===== src/rtl/spw_time_pkg.sv =====
// Shared widths and the time word layout for the time-code counter unit.
// Assumes the flags sit above the count, as the link code needs.
package spw_time_pkg;
    localparam int TC_CNT_W  = 6;
    localparam int TC_FLAG_W = 2;
    localparam int TC_W      = TC_CNT_W + TC_FLAG_W;

    typedef struct packed {
        logic [TC_FLAG_W-1:0] flags;
        logic [TC_CNT_W-1:0]  count;
    } time_word_t;
endpackage


===== src/rtl/spw_time_store.sv =====
// Holds the time word and applies updates in a fixed order:
// received code, then software write, then tick-in.
// Produces the next value combinationally so the send path can capture it.
// Assumes tick_in and rx_valid are single-cycle strobes.
module spw_time_store
    import spw_time_pkg::*;
(
    input  logic                  clk,
    input  logic                  rst_n,
    input  logic                  tick_in,
    input  logic                  wr_en,
    input  logic [TC_W-1:0]       wr_word,
    input  logic                  rx_valid,
    input  logic [TC_W-1:0]       rx_word,
    output time_word_t            cur_word,
    output time_word_t            next_word,
    output logic                  tick_out
);
    time_word_t base_word;

    // Pick the load source before the increment; the link code wins over software.
    always_comb begin
        if (rx_valid)
            base_word = time_word_t'(rx_word);
        else if (wr_en)
            base_word = time_word_t'(wr_word);
        else
            base_word = cur_word;
        next_word = base_word;
        if (tick_in)
            next_word.count = base_word.count + 1'b1;
    end

    // Register the time word.
    always_ff @(posedge clk) begin
        if (!rst_n)
            cur_word <= '0;
        else
            cur_word <= next_word;
    end

    // Pulse tick-out for one cycle after a received code is stored.
    always_ff @(posedge clk) begin
        if (!rst_n)
            tick_out <= 1'b0;
        else
            tick_out <= rx_valid;
    end

    assert_count_step_R3: assert property (@(posedge clk) disable iff (!rst_n)
        (tick_in && !wr_en && !rx_valid) |=>
            (cur_word.count == TC_CNT_W'($past(cur_word.count) + 1'b1)) &&
            (cur_word.flags == $past(cur_word.flags)));

    assert_rx_store_R7: assert property (@(posedge clk) disable iff (!rst_n)
        (rx_valid && !tick_in) |=> (cur_word == $past(rx_word)) && tick_out);

    assert_rx_wins_R10: assert property (@(posedge clk) disable iff (!rst_n)
        (rx_valid && wr_en && !tick_in) |=> (cur_word == $past(rx_word)));

    assert_no_stray_tick_R7: assert property (@(posedge clk) disable iff (!rst_n)
        !rx_valid |=> !tick_out);

    assert_idle_hold_R5: assert property (@(posedge clk) disable iff (!rst_n)
        (!tick_in && !wr_en && !rx_valid) |=> $stable(cur_word));
endmodule


===== src/rtl/spw_time_sender.sv =====
// Offers time-codes to the link transmitter with a request/acknowledge pair.
// A new load replaces any pending code; an ack drops the request otherwise.
// Assumes tx_ack is only meaningful while tx_req is high.
module spw_time_sender
    import spw_time_pkg::*;
(
    input  logic            clk,
    input  logic            rst_n,
    input  logic            load,
    input  logic [TC_W-1:0] load_code,
    input  logic            tx_ack,
    output logic            tx_req,
    output logic [TC_W-1:0] tx_code
);
    // Hold the request until acknowledged; a fresh load takes precedence.
    always_ff @(posedge clk) begin
        if (!rst_n) begin
            tx_req  <= 1'b0;
            tx_code <= '0;
        end else if (load) begin
            tx_req  <= 1'b1;
            tx_code <= load_code;
        end else if (tx_req && tx_ack) begin
            tx_req  <= 1'b0;
        end
    end

    assert_req_hold_R8: assert property (@(posedge clk) disable iff (!rst_n)
        (tx_req && !tx_ack && !load) |=> tx_req && $stable(tx_code));

    assert_req_drop_R8: assert property (@(posedge clk) disable iff (!rst_n)
        (tx_req && tx_ack && !load) |=> !tx_req);

    assert_replace_R9: assert property (@(posedge clk) disable iff (!rst_n)
        load |=> tx_req && (tx_code == $past(load_code)));
endmodule


===== src/rtl/spw_time_unit.sv =====
// Top of the time-code counter unit: register port, time store and code sender.
// Software writes load the time silently; tick-in advances and sends it.
// Assumes a synchronous active-low reset held for at least one edge.
module spw_time_unit
    import spw_time_pkg::*;
#(
    parameter int REG_W = 32
) (
    input  logic             clk,
    input  logic             rst_n,
    input  logic             tick_in,
    input  logic             reg_wr_en,
    input  logic [REG_W-1:0] reg_wr_data,
    output logic [REG_W-1:0] reg_rd_data,
    input  logic             rx_valid,
    input  logic [TC_W-1:0]  rx_code,
    output logic             tx_req,
    output logic [TC_W-1:0]  tx_code,
    input  logic             tx_ack,
    output logic             tick_out
);
    localparam int PAD_W = REG_W - TC_W;

    time_word_t cur_word;
    time_word_t next_word;

    spw_time_store u_store (
        .clk       (clk),
        .rst_n     (rst_n),
        .tick_in   (tick_in),
        .wr_en     (reg_wr_en),
        .wr_word   (reg_wr_data[TC_W-1:0]),
        .rx_valid  (rx_valid),
        .rx_word   (rx_code),
        .cur_word  (cur_word),
        .next_word (next_word),
        .tick_out  (tick_out)
    );

    spw_time_sender u_sender (
        .clk       (clk),
        .rst_n     (rst_n),
        .load      (tick_in),
        .load_code (next_word),
        .tx_ack    (tx_ack),
        .tx_req    (tx_req),
        .tx_code   (tx_code)
    );

    // Zero-extend the time word onto the read port.
    always_comb reg_rd_data = {{PAD_W{1'b0}}, cur_word};

    assert_send_new_R4: assert property (@(posedge clk) disable iff (!rst_n)
        tick_in |=> tx_req && (tx_code == reg_rd_data[TC_W-1:0]));

    assert_write_silent_R5: assert property (@(posedge clk) disable iff (!rst_n)
        (reg_wr_en && !tick_in && !tx_ack) |=> $stable(tx_req) && $stable(tx_code));

    assert_write_tick_R6: assert property (@(posedge clk) disable iff (!rst_n)
        (reg_wr_en && tick_in && !rx_valid) |=>
            (reg_rd_data[TC_W-1:TC_CNT_W] == $past(reg_wr_data[TC_W-1:TC_CNT_W])));
endmodule


===== config.mk =====
export PLATFORM = sky130hd
export DESIGN_NAME = spw_time_unit
export DESIGN_NICKNAME = d
export VERILOG_FILES = /design/src/rtl/spw_time_pkg.sv /design/src/rtl/spw_time_store.sv /design/src/rtl/spw_time_sender.sv /design/src/rtl/spw_time_unit.sv
export SDC_FILE = /design/constraint.sdc
export NUM_CORES = 1
export LEC_CHECK = 0
export BUFFER_PORTS_ARGS = -buffer_cell sky130_fd_sc_hd__buf_2
export CORE_MARGIN = 5
export CORE_UTILIZATION = 38
export DETAILED_ROUTE_END_ITERATION = 10
export PLACE_DENSITY = 0.8
export SYNTH_ARGS = -nofsm -noshare
export SYNTH_HDL_FRONTEND = slang
export SYNTH_SLANG_ARGS = --single-unit
export TNS_END_PERCENT = 20

===== constraint.sdc =====
create_clock -name clk -period 2.1 [get_ports clk]
set_clock_uncertainty 0.05 [all_clocks]
set_input_delay 0.42 -clock clk [delete_from_list [all_inputs] [get_ports clk]]
set_output_delay 0.42 -clock clk [all_outputs]
set_load 0.005 [all_outputs]

==> results of run 1 <==
## registers in the layout, summed over array words and instances (netlist names)
signal / count
u_sender.tx_code: 8
u_store.cur_word: 8
u_sender.tx_req: 1
u_store.tick_out: 1
## path summary, 6_finish.rpt
path	end	slack (ps)	from
worst min-delay path	u_sender.tx_req	340	tx_ack
worst max-delay path	u_sender.tx_code[5]	300	reg_wr_en
worst min register to register	u_sender.tx_code[1]	420	u_sender.tx_code[1]
worst max register to register	u_sender.tx_code[5]	330	u_store.cur_word[2]
## power by group through the flow
stage	Combinational [uW]	Clock, uW	Sequential, uW
CTS	177	170	381
global route	199	181	384
global placement	174	0	387
finish	176	165	380
floorplan	132	0	392
detailed placement	175	0	389
## worst reg2reg max path, cell delays in order (launching register included)
cell	delay, ps
dfxtp_1	330
mux2i_1	80
a211o_1	310
or2_0	230
or4_4	530
a31oi_1	180
## metal layers
metal / part of all wire (%) / global-route usage [%] / vias to the layer above / wire [um]
li1: - / - / 424 / -
met1: 43 / 12.3 / 334 / 922
met2: 47 / 17.5 / 36 / 990
met3: 7.4 / 2.70 / 5 / 156
met4: 2.4 / 6.37 / 0 / 51
met5: 0 / 0 / - / 0
## cell type report
type,instances,area (um^2),area share (%)
Sequential cell,18,360,29.4
Clock buffer,3,22.5,1.84
Tap cell,31,38.8,3.16
Inverter,3,11.3,0.918
Timing Repair Buffer,46,248,20.2
Multi-Input combinational cell,89,546,44.5
## cell families (layout without fill, tap and decap cells)
| logic type | Yosys count | after routing | synth area share (%) |
|---|---|---|---|
| flops | 18 | 18 | 34.7 |
| xor+xnor | 5 | 5 | 4.21 |
| fa+ha+maj | 1 | 1 | 1.20 |
| other cells | 1 | 24 | 0.361 |
| mux | 12 | 12 | 11.8 |
| compound gates | 20 | 20 | 12.0 |
| buf+inv | 32 | 52 | 21.2 |
| simple gates | 27 | 27 | 14.6 |
## cells in the mapped netlist (all sizes together)
cell     n  area, um^2
buf     27         201
dfxtp   18         360
mux2i   10         100
nand2   10        37.5
o21ai    9        45.0
and2     6        37.5
nor2b    5        31.3
a21boi   3        22.5
a21oi    3        15.0
inv      3        11.3
xnor2    3        26.3
clkbuf   2        7.51
mux2     2        22.5
nand2b   2        12.5
nor3b    2        15.0
o211a    2        20.0
xor2     2        17.5
a211o    1        8.76
a31oi    1        6.26
conb     1        3.75
ha       1        12.5
o31ai    1        7.51
or2      1        6.26
or4      1        11.3
## stage by stage
step                      hold WS (ps)  util [%]
after global routing               354      45.6
after CTS                          343      45.6
after global placement             404      44.8
after floorplan                    410         -
after detailed placement           417      44.8
final                              343      45.6
==> parameters.txt, run 1 <==
Parameter                              Value

Power and ir drop
  Clock network power share ... 22.9%
  Net load switching power ... roughly 200 uW
  Switching part of the total ... between 20% and 30%
  Leakage power of the design ... 0.000657 uW
  Internal cell power ... 524 uW
  Part of the power in combinational logic ... between 20% and 30%
  Total power consumption of the routed design ... 721 uW
  Sequential fraction of design power ... a little over half
  PD cells ... slightly below 600 nW/um^2
  Peak supply drop ... 0.342 mV

Global routing
  Global-route wire length before repair ... 3.37 mm
  Aggregate global-route resource usage ... 10.6%
  Overflow after GRT ... 0
  Pin count of the biggest net entering global routing ... 19
  Antenna violations before repair ... 0
  Via count of the first global-routing pass ... 731

Drt
  Average detailed-routed wire length per instance ... 11.2 um
  Initial drt markers ... 36
  First-pass iteration count of the detailed router ... 4
  Total via count after detailed routing ... 799
  DRC violation count after routing ... 0
  Via count normalized by instance count ... 4.21
  DRT Wirelength ... 2.12 mm
  Antenna-violating nets left ... 0

Logic synthesis
  Sequential share of the synthesized area ... 34.7%
  Count of synthesis-stage warnings from yosys ... 0
  Synthesis-stage register bit count ... 18
  Avg Inst Size Synth ... 8.96 um^2
  Number of distinct library cells after synthesis ... 28
  Summed instance area of the synthesized netlist ... 1040 um^2
  Post-synthesis cell count ... approximately 120

Cells and area
  Leading cell type in the layout, fill and taps excluded ... buf_2
  Fraction of final layout cells sized beyond drive strength 1 ... 32.7%
  Fill cell total of the finished layout ... 282
  Final instance area ... 1230 um^2
  Number of nets in the finished design ... around 210
  Layout overhead on the synthesized area ... 17.9%
  Highest-count cells in the layout ignoring fill and taps ... buf_2, conb_1, dfxtp_1
  Ant. Diodes ... 0
  Final instance count without filler cells ... 190

Min path
  Cell depth of the worst hold path ... 3
  Worst min-delay path category ... primary input to flip-flop

Critical path
  Maximum cell stage delay along the critical path ... 530 ps
  Critical Path Slowest Stage Cell ... or4_4
  Crit-path leading delay family ... simple AND/OR/NAND/NOR gates
  Endpoint arrival time on the critical path ... 1970 ps
  Number of gates on the worst path with buffers counted ... 6
  Critical Path Fanout Max ... 6
  Crit end category ... flip-flop
  Worst endpoint required time ... 2270 ps
  Startpoint Class ... primary input
  Worst Reg-to-Reg Cells ... 5
  Cells along the critical path ... buf_2, mux2i_1, a211o_1, or2_0, or4_4, a31oi_1
  Worst setup path category ... primary input to flip-flop
  Buf/Inv on CP ... 1

Place
  Pre-CTS setup slack ... 1.01 ps
  Cell Area, Placed ... 1200 um^2
  Total instance count after detailed placement ... between 150 and 200
  HPWL Detailed ... 1.74 mm
  PortBufs ... 39
  Final Wtd Congestion ... 0.758

Timing
  Measured slew at the worst slew-check pin ... between 400 and 500 ps
  Final Max Tran Viols ... 0
  Post-layout minimum cycle time ... 1800 ps
  Fin crit share ... 85.5%
  Number of setup violations in the final report ... 0
  Setup TNS Final ... 0 ps
  Normalized max-slew margin ... 66.5%
  Fin worst setup slack ... 304 ps
  Unrepaired setup endpoints after global routing ... no
  Top achievable clock speed ... 557 MHz
  Number of hold violations in the final report ... 0

Clocking
  Clock Sinks ... 18
  Clock-pin slew on the worst setup and hold paths ... 90 ps
  TritonCTS clock tree ... yes
  Clock insertion delay at the later pin of the skew report ... 290 ps
  Buffer depth of the longest clock path ... 2
  Hold buffer count at cts ... 0
  Quantity of gates resized following cts ... 0
  CTS H-Tree Depth ... 1
  Clock Root Buffer ... clkbuf_4
  Setup fix buffers added after clock tree synthesis ... 0
  Total CTS buffers ... 3

Floorplan
  Number of rows in the core area ... 19
  Die Footprint ... between 3000 and 4000 um^2
  Number of primary I/O pins ... 88
  Core Region ... ~2700 um^2
  Die width ... 62.3 um
  Initial Utilization ... 38.7%
  Die Height ... about 62 um

Status
  Outcome ... completed

Run
  Max-capacitance violation count ... 0
No activity file was read; power rests on OpenSTA's default activity.
==> run 2, diff against run 1 <==
--- a/config.mk
+++ b/config.mk
@@ -7,9 +7,9 @@
 export LEC_CHECK = 0
 export BUFFER_PORTS_ARGS = -buffer_cell sky130_fd_sc_hd__buf_2
 export CORE_MARGIN = 5
-export CORE_UTILIZATION = 38
+export CORE_UTILIZATION = 41
 export DETAILED_ROUTE_END_ITERATION = 10
-export PLACE_DENSITY = 0.8
+export PLACE_DENSITY = 0.85
 export SYNTH_ARGS = -nofsm -noshare
 export SYNTH_HDL_FRONTEND = slang
 export SYNTH_SLANG_ARGS = --single-unit
==> constraint.sdc (replaced) <==
create_clock -name clk -period 2.2 [get_ports clk]
set_clock_uncertainty 0.05 [all_clocks]
set_input_delay 0.44 -clock clk [delete_from_list [all_inputs] [get_ports clk]]
set_output_delay 0.44 -clock clk [all_outputs]
set_load 0.005 [all_outputs]
==> run 2 against run 1 <==
Net effect: combinational power is 7% lower; sequential cell count unchanged; critical path depth unchanged; die area is 6.2% lower; global-route usage up 0.29 points; cell count shrank 1.6%; first-iteration DRC count down 25%; worst hold slack improved by 36 ps; design area is 1.3% lower; non-clock buffer count decreased by 2; highest routed layer unchanged.
==> parameters.txt, run 2 (synthesized netlist as in run 1, its figures left out) <==
Parameter                              Value

Status
  Outcome ... completed (unchanged)

Global routing
  Via count of the first global-routing pass ... 670 (was 731)
  Met3 routing resource usage after global routing ... 4.47% (was 2.70%)
  Global-route wire length before repair ... 2.99 mm (was 3.37 mm)
  Aggregate global-route resource usage ... 10.9% (was 10.6%)
  M1 GR Usage ... 13.5% (was 12.3%)
  Pin count of the biggest net entering global routing ... 19 (unchanged)
  Antenna violations before repair ... 0 (unchanged)
  Most heavily used metal layer in global routing ... met2 (unchanged)
  Overflow after GRT ... 0 (unchanged)
  Met2 Usage GRT ... 17.1% (was 17.5%)

Critical path
  Crit end category ... flip-flop (unchanged)
  Endpoint arrival time on the critical path ... 2010 ps (was 1970 ps)
  Startpoint Class ... primary input (unchanged)
  Worst endpoint required time ... 2370 ps (was 2270 ps)
  Worst R2R Start ... u_store.cur_word[2] (unchanged)
  Critical Path Fanout Max ... 6 (unchanged)
  Worst setup path category ... primary input to flip-flop (unchanged)
  Launching element of the worst setup path ... reg_wr_en (unchanged)

Power and ir drop
  Part of the power in combinational logic ... 23.9% (was 24.4%)
  Net load switching power ... 189 uW (was 197 uW)
  Switching part of the total ... 27.5% (was 27.4%)
  Clock network power share ... 23.1% (was 22.9%)
  Peak supply drop ... 0.340 mV (was 0.342 mV)
  Sequential fraction of design power ... 53.0% (was 52.7%)
  Internal cell power ... 497 uW (was 524 uW)
  Leakage power of the design ... 0.000648 uW (was 0.000657 uW)
  PD cells ... 567 nW/um^2 (was 588 nW/um^2)

Drt
  Total via count after detailed routing ... 819 (was 799)
  First-pass iteration count of the detailed router ... 4 (unchanged)
  Initial drt markers ... 27 (was 36)
  Antenna-violating nets left ... 0 (unchanged)
  Via count normalized by instance count ... 4.38 (was 4.21)
  DRT Wirelength ... 2.09 mm (was 2.12 mm)
  DRC violation count after routing ... 0 (unchanged)
  Average detailed-routed wire length per instance ... 11.2 um (about the same)

Timing
  Number of setup violations in the final report ... 0 (unchanged)
  Number of hold violations in the final report ... 0 (unchanged)
  Fin crit share ... 83.2%
  Top achievable clock speed ... 546 MHz
  Unrepaired setup endpoints after global routing ... no (unchanged)
  Final Max Tran Viols ... 0 (unchanged)
  Setup TNS Final ... 0 ps (unchanged)
  Post-layout minimum cycle time ... 1830 ps

Clocking
  Clock Sinks ... 18 (unchanged)
  Total CTS buffers ... 3 (unchanged)
  TritonCTS clock tree ... yes (unchanged)
  CTS H-Tree Depth ... 1 (unchanged)
  Quantity of gates resized following cts ... 0 (unchanged)
  Buffer depth of the longest clock path ... 2 (unchanged)
  Clock-pin slew on the worst setup and hold paths ... 90 ps (about the same)
  Hold buffer count at cts ... 0 (unchanged)
  Clock insertion delay at the later pin of the skew report ... 290 ps (about the same)
  Clock Root Buffer ... clkbuf_4 (unchanged)
  Setup fix buffers added after clock tree synthesis ... 0 (unchanged)

Floorplan
  Number of primary I/O pins ... 88 (unchanged)
  Initial Utilization ... 42.4% (was 38.7%)
  Die Height ... 60.4 um (was 62.3 um)
  Core Region ... 2450 um^2 (was 2690 um^2)
  Die width ... 60.4 um (was 62.3 um)
  Number of rows in the core area ... 18 (was 19)
  Die Footprint ... 3640 um^2 (was 3880 um^2)

Cells and area
  Ant. Diodes ... 0 (unchanged)
  Leading cell type in the layout, fill and taps excluded ... buf_2 (unchanged)
  Core occupancy in the finished layout ... 49.3% (was 45.6%)
  Fraction of final layout cells sized beyond drive strength 1 ... 31.8% (was 32.7%)
  Highest-count cells in the layout ignoring fill and taps ... buf_2, conb_1, dfxtp_1 (unchanged)
  Biggest registers after layout ... u_sender.tx_code (8), u_store.cur_word (8) (unchanged)
  Layout overhead on the synthesized area ... 16.4% (was 17.9%)
  Number of nets in the finished design ... 206 (was 208)

Place
  HPWL Detailed ... 1.75 mm (was 1.74 mm)
  Final Wtd Congestion ... 0.810 (was 0.758)
  PortBufs ... 39 (unchanged)

Min path
  Worst min-delay path category ... primary input to flip-flop (unchanged)
  Beginning of the worst hold path ... tx_ack (unchanged)

Run
  Max-capacitance violation count ... 0 (unchanged)
run 2: metal layers:
metal / vias up / share of wire (%)
li1: 417 / -
met1: 360 / 39
met2: 39 / 47
met3: 3 / 13
met4: 0 / 1.2
met5: - / 0
run 2: area by class of cell:
type	count	area, um^2
clock buffers	3	22.5
fillers	252	1240
inverters	3	11.3
multi-input cells	89	546
flip-flops and latches	18	360
well taps	30	37.5
repair buffers	44	233
run 2: power groups by stage:
| stage | Combinational [uW] | Sequential, uW | Clock, uW |
|---|---|---|---|
| floorplan | 126 | 374 | 0 |
| global placement | 162 | 370 | 0 |
| detailed placement | 165 | 372 | 0 |
| CTS | 166 | 364 | 163 |
| global route | 187 | 367 | 179 |
| finish | 164 | 363 | 158 |
run 2: worst max-delay path, cell delays in order:
cell and delay, ps:
buf_2 160, mux2i_1 160, a211o_1 330, or2_0 230, or4_4 520, a31oi_1 160
run 2: worst paths after layout:
kind / end / slack (ps) / cells after the start
worst max-delay path: u_sender.tx_code[5] / 370 / 6
worst min-delay path: u_sender.tx_req / 380 / 3
worst max register to register: u_sender.tx_code[5] / 400 / 5
worst min register to register: u_sender.tx_code[1] / 410 / 2
run 2: through the flow:
stage          setup WS, ps  instances  hold WS, ps  power [uW]  instance area (um^2)
6_report                369        187          378         686                  1210
5_1_grt                 303        187          379         733                  1210
4_1_cts                 361        187          376         692                  1210
3_5_place_dp           60.2        184          404         536                  1190
3_3_place_gp           80.3        184          398         532                  1190
2_1_floorplan           205        139          410         500                  1130
